File: config.mk
export PLATFORM = sky130hd
export DESIGN_NAME = cfgclk_burst_gen
export DESIGN_NICKNAME = d
export VERILOG_FILES = /design/src/rtl/cfgclk_pkg.sv /design/src/rtl/cfgclk_regs.sv /design/src/rtl/cfgclk_engine.sv /design/src/rtl/cfgclk_done_flag.sv /design/src/rtl/cfgclk_burst_gen.sv
export SDC_FILE = /design/constraint.sdc
export NUM_CORES = 1
export LEC_CHECK = 0
export BUFFER_PORTS_ARGS = -buffer_cell sky130_fd_sc_hd__buf_2
export CAP_MARGIN = 30
export CORE_ASPECT_RATIO = 0.7
export CORE_UTILIZATION = 30
export DETAILED_ROUTE_END_ITERATION = 12
export PLACE_DENSITY_LB_ADDON = 0.3
export REMOVE_ABC_BUFFERS = 1
export SYNTH_ARGS = -nofsm -noshare
export SYNTH_HDL_FRONTEND = slang
export SYNTH_SLANG_ARGS = --single-unit
File: constraint.sdc
create_clock -name clk -period 5.1 [get_ports clk]
set_input_delay 0.51 -clock clk [delete_from_list [all_inputs] [get_ports clk]]
set_output_delay 0.51 -clock clk [all_outputs]
set_load 0.03 [all_outputs]
File: src/rtl/cfgclk_pkg.sv
package cfgclk_pkg;
   // decoded register command for one bus cycle
   typedef struct packed {
      logic load;   // count register written
      logic clr;    // status bit 0 written with one
   } cfgclk_cmd_t;
endpackage

File: src/rtl/cfgclk_regs.sv
module cfgclk_regs
   import cfgclk_pkg::*;
#(
   parameter int DATA_W     = 32,
   parameter int ADDR_W     = 8,
   parameter int CNT_W      = 32,
   parameter int COUNT_OFS  = 8,
   parameter int STATUS_OFS = 12,
   parameter bit RDATA_FLOP = 1'b0
) (
   input  logic              clk,
   input  logic              rst_n,
   input  logic              bus_wen,
   input  logic [ADDR_W-1:0] bus_addr,
   input  logic [DATA_W-1:0] bus_wdata,
   input  logic [CNT_W-1:0]  rem_i,
   input  logic              done_i,
   output cfgclk_cmd_t       cmd_o,
   output logic [CNT_W-1:0]  load_val_o,
   output logic [DATA_W-1:0] bus_rdata
);
   localparam int WIDX_W = ADDR_W - 2;
   localparam logic [WIDX_W-1:0] CNT_IDX = WIDX_W'(COUNT_OFS >> 2);
   localparam logic [WIDX_W-1:0] STS_IDX = WIDX_W'(STATUS_OFS >> 2);

   logic [WIDX_W-1:0] word;
   logic [DATA_W-1:0] rd_mux;
   logic              unused_bits;

   assign word        = bus_addr[ADDR_W-1:2];
   assign unused_bits = ^{bus_addr[1:0], bus_wdata};

   always_comb begin
      cmd_o.load = bus_wen && (word == CNT_IDX);
      cmd_o.clr  = bus_wen && (word == STS_IDX) && bus_wdata[0];
   end

   assign load_val_o = bus_wdata[CNT_W-1:0];

   always_comb begin
      rd_mux = '0;
      if (word == CNT_IDX)      rd_mux = DATA_W'(rem_i);
      else if (word == STS_IDX) rd_mux[0] = done_i;
   end

   generate
      if (RDATA_FLOP) begin : g_rd_flop
         always_ff @(posedge clk or negedge rst_n) begin
            if (!rst_n) bus_rdata <= '0;
            else        bus_rdata <= rd_mux;
         end
      end else begin : g_rd_comb
         assign bus_rdata = rd_mux;
      end
   endgenerate
endmodule

File: src/rtl/cfgclk_engine.sv
module cfgclk_engine #(
   parameter int CNT_W = 32
) (
   input  logic             clk,
   input  logic             rst_n,
   input  logic             load_i,
   input  logic [CNT_W-1:0] load_val_i,
   output logic [CNT_W-1:0] rem_o,
   output logic             hi_o,
   output logic             finish_o
);
   logic [CNT_W-1:0] rem_q;
   logic             hi_q;

   always_ff @(posedge clk or negedge rst_n) begin
      if (!rst_n) begin
         rem_q <= '0;
         hi_q  <= 1'b0;
      end else if (load_i) begin
         rem_q <= load_val_i;
         hi_q  <= 1'b0;
      end else if (hi_q) begin
         rem_q <= rem_q - 1'b1;
         hi_q  <= 1'b0;
      end else if (rem_q != '0) begin
         hi_q  <= 1'b1;
      end
   end

   assign finish_o = load_i ? (load_val_i == '0)
                            : (hi_q && (rem_q == CNT_W'(1)));
   assign rem_o = rem_q;
   assign hi_o  = hi_q;


   pulse_one_cycle_chk: assert property (@(posedge clk) disable iff (!rst_n)
      hi_q && !load_i |=> !hi_q);

   rem_step_chk: assert property (@(posedge clk) disable iff (!rst_n)
      hi_q && !load_i |=> rem_q == $past(rem_q) - 1'b1);

   idle_low_chk: assert property (@(posedge clk) disable iff (!rst_n)
      rem_q == '0 |-> !hi_q);

   reload_chk: assert property (@(posedge clk) disable iff (!rst_n)
      load_i |=> (rem_q == $past(load_val_i)) && !hi_q);
endmodule

File: src/rtl/cfgclk_done_flag.sv
module cfgclk_done_flag (
   input  logic clk,
   input  logic rst_n,
   input  logic set_i,
   input  logic clr_i,
   output logic done_o
);
   logic done_q;

   always_ff @(posedge clk or negedge rst_n) begin
      if (!rst_n)     done_q <= 1'b0;
      else if (set_i) done_q <= 1'b1;
      else if (clr_i) done_q <= 1'b0;
   end

   assign done_o = done_q;


   set_done_chk: assert property (@(posedge clk) disable iff (!rst_n)
      set_i |=> done_q);

   clear_done_chk: assert property (@(posedge clk) disable iff (!rst_n)
      clr_i && !set_i |=> !done_q);

   hold_done_chk: assert property (@(posedge clk) disable iff (!rst_n)
      !set_i && !clr_i |=> $stable(done_q));
endmodule

File: src/rtl/cfgclk_burst_gen.sv
module cfgclk_burst_gen
   import cfgclk_pkg::*;
#(
   parameter int DATA_W     = 32,
   parameter int ADDR_W     = 8,
   parameter int CNT_W      = 32,
   parameter int COUNT_OFS  = 8,
   parameter int STATUS_OFS = 12,
   parameter bit RDATA_FLOP = 1'b0
) (
   input  logic              clk,
   input  logic              rst_n,
   input  logic              bus_wen,
   input  logic [ADDR_W-1:0] bus_addr,
   input  logic [DATA_W-1:0] bus_wdata,
   output logic [DATA_W-1:0] bus_rdata,
   output logic              cfg_clk_o
);
   generate
      if (CNT_W < 1 || CNT_W > DATA_W) begin : g_bad_cnt
         $error("CNT_W must be between 1 and DATA_W");
      end
      if (ADDR_W < 3) begin : g_bad_addr
         $error("ADDR_W too small for the register map");
      end
      if ((COUNT_OFS % 4) != 0 || (STATUS_OFS % 4) != 0 || COUNT_OFS == STATUS_OFS) begin : g_bad_ofs
         $error("register offsets must be distinct and word aligned");
      end
   endgenerate

   cfgclk_cmd_t      cmd;
   logic [CNT_W-1:0] load_val;
   logic [CNT_W-1:0] rem;
   logic             finish;
   logic             done;

   cfgclk_regs #(
      .DATA_W(DATA_W), .ADDR_W(ADDR_W), .CNT_W(CNT_W),
      .COUNT_OFS(COUNT_OFS), .STATUS_OFS(STATUS_OFS), .RDATA_FLOP(RDATA_FLOP)
   ) regs_i (
      .clk(clk), .rst_n(rst_n), .bus_wen(bus_wen), .bus_addr(bus_addr),
      .bus_wdata(bus_wdata), .rem_i(rem), .done_i(done), .cmd_o(cmd),
      .load_val_o(load_val), .bus_rdata(bus_rdata)
   );

   cfgclk_engine #(.CNT_W(CNT_W)) engine_i (
      .clk(clk), .rst_n(rst_n), .load_i(cmd.load), .load_val_i(load_val),
      .rem_o(rem), .hi_o(cfg_clk_o), .finish_o(finish)
   );

   cfgclk_done_flag done_i (
      .clk(clk), .rst_n(rst_n), .set_i(finish),
      .clr_i(cmd.clr | cmd.load), .done_o(done)
   );


   status_zero_write_chk: assert property (@(posedge clk) disable iff (!rst_n)
      bus_wen && !cmd.load && !cmd.clr && !finish |=> $stable(done));
endmodule

==> out/results.ini <==
[sta]
hold_viol=0
max_freq_mhz=320.3
grt_setup_unrepaired=no
layout_min_cycle_time_ps=3122
skew_ps=2.021
finalCritPeriodShare_pct=61.22
slew_violations=0
setup_viol=0
tightest_slew_ps=949.4
slew_headroom_pct=36.70
fin_tns_setup_ps=0
whs_ps=300.1

[setup_path]
startpoint_type=input pin
path_common_cell=buf_2
r2r_end=engine_i.rem_o[29]
worstSetupEndpointType=output pin
cp_slowest_cell=nor2_1
cp_cell_sequence=buf_2, nor3_1, nand3b_1, nor2_1, buf_4, and2_2, buf_2
regToRegStartpoint=engine_i.hi_o
cp.arrival_ps=2610
reg2regPathDepth=4
criticalPathCategory=in -> out
cp.buffers_inverters=3
cp_max_fo=16
r2r_slack_ps=2430
critPathMaxStageDelay_ps=730
path_delay_family=simple AND/OR/NAND/NOR gates
cp.required_ps=4590

[global_routing]
antenna_found_initial=1
overflow=0
grt_pass1_wl_mm=10.70
grt_max_degree=40
grt_pass1_vias=2090
grtUsageTotal_pct=17.19

[synth]
yosys.cell_types.count=41
seq_area_frac_synth_pct=37.00
synth_cells=273
syn_area_um2=2300
async_flop_share_pct=100.0
synth_edf_count=0
avgSynthCellArea_um2=8.424
yosysTopAreaCellShare_pct=37.00
yosysWarnings=0
ys.flop_type=dfrtp_1
post-synth-top-area-cell=dfrtp_1
synth_area_leaders=dfrtp_1 (37%), and2_1 (7.9%), a31oi_1 (4.9%)
ys_ff_latch=34

[cts]
clock-root-buffer=clkbuf_8
cts.repair.resized=0
clkTransAtPathRegs_ps=70
htree_levels=2
cts_buffer_depth=2
ctsHoldBuffers=0
cts_tree=yes
cts_buffers=5
clock_latency_ps=280
clock-sinks=34
postCtsSetupBuffers=0

[routing]
vias_per_cell=5.304
drt_iter0_drc=99
drc=0
antenna_left=0
finalWirelength_mm=6.596
vias=2318
wl_per_cell_um=15.09
firstDrtPassIters=4

[cells_and_area]
nets=384
drive_gt1_share_pct=26.84
layout_common_cells=buf_2 (73), dfrtp_1 (34), and2_1 (29)
area_delta_synth_final_pct=21.71
finalInstanceArea_um2=2799
final_common_cell=buf_2
diodes=0
n_fill_cell=803

[floorplan]
die_w_um=106.6
start_util_pct=31.28
io_pins=76
die_area_um2=8025
core_um2=7352
die_h_um=75.25
core.rowCount=26

[power]
p_int_w=0.0005083
vdd_drop_max_mv=0.09104
p_leak_nw=1.084
clockPowerShare_pct=24.0
switching_share_pct=35.18
pwr_density_cell_nw_per_um2=280.1
p_comb_share_pct=21.6
p_seq_share_pct=54.4
p_sw_w=0.0002758

[place]
dpl-instance-area_um2=2723
portBuffers=73
dpl.hpwl_mm=4.931
gp_congestion=0.7736

[status]
status=finished, final reports clean

[run]
max-cap-violations=0

[min_path]
min_path_type=in -> async

cells by family (layout without fill, tap and decap cells):
logic type | Yosys count | count (layout) | share of synthesized area [%]
AOI/OAI and AO/OA | 55 | 55 | 14.91
muxes | 1 | 1 | 0.4353
adders and majority gates | 2 | 2 | 1.088
buffers and inverters | 20 | 86 | 4.135
xor gates and xnor gates | 12 | 12 | 4.570
and+or+nand+nor | 149 | 149 | 37.87
DFF | 34 | 34 | 37.00
metal layers:
metal | up-vias | track usage [%] | routed length [um]
met5 | - | 0 | 13
met3 | 6 | 3.203 | 308
met1 | 1103 | 25.65 | 3428
met2 | 61 | 25.81 | 2807
met4 | 2 | 3.653 | 38
li1 | 1146 | - | -
sequential cells by signal, indices dropped and copies added (netlist names):
signal,cells
done_i.done_o,1
engine_i.hi_o,1
engine_i.rem_o,32
Yosys cell counts (2+ instances only):
cell      instances
nand4_1           6
o31ai_1          12
xnor2_1          11
dfrtp_1          34
buf_2             3
nand2_1          20
nand3b_1          2
nor3_1            8
o21ai_0          15
or2_2             5
or3_1            10
ha_1              2
clkbuf_1         10
o21ai_1           6
nor2_1           23
or4_1            15
nor4_1           16
a31oi_1          18
and2_1           29
or4b_1            2
or4_4             2
nand3_1           2
inv_1             4
worst max-delay path by stage:
stage                start             to  slack, ps  cells after the start
2_1_floorplan  bus_addr[5]  bus_rdata[10]       2570                      4
3_5_place_dp   bus_addr[5]  bus_rdata[24]       1980                      7
4_1_cts        bus_addr[5]  bus_rdata[24]       1970                      7
3_3_place_gp   bus_addr[5]  bus_rdata[24]       2010                      7
5_1_grt        bus_addr[5]  bus_rdata[11]       1730                      7
6_report       bus_addr[5]  bus_rdata[24]       1980                      7
power by group through the flow:
stage | sequential [W] | combinational, W | clock [W]
4_1_cts | 0.000425 | 0.000172 | 0.000192
2_1_floorplan | 0.000404 | 0.000116 | 0
3_5_place_dp | 0.000430 | 0.000168 | 0
5_1_grt | 0.000442 | 0.000191 | 0.000202
6_report | 0.000426 | 0.000170 | 0.000188
3_3_place_gp | 0.000427 | 0.000163 | 0
area by class of cell:
cell class / count / area, um^2 / area share (%)
clock buffer: 7 / 76.32 / 2.727
inverter: 4 / 15.01 / 0.5364
multi-input combinational: 219 / 1354 / 48.37
sequential: 34 / 850.8 / 30.40
tap: 98 / 122.6 / 4.381
timing repair buffer: 75 / 380.4 / 13.59
through the flow:
step                setup slack, ps  total power (W)  utilization [%]  cells
finish                         1978        0.0007841            38.07    437
global route                   1726        0.0008347            38.07    437
CTS                            1975        0.0007896            38.07    437
detailed placement             1983        0.0005974            37.03    430
global placement               2009        0.0005896            37.03    430
floorplan                      2573        0.0005199                -    257
(Power assumes the default switching activity.)
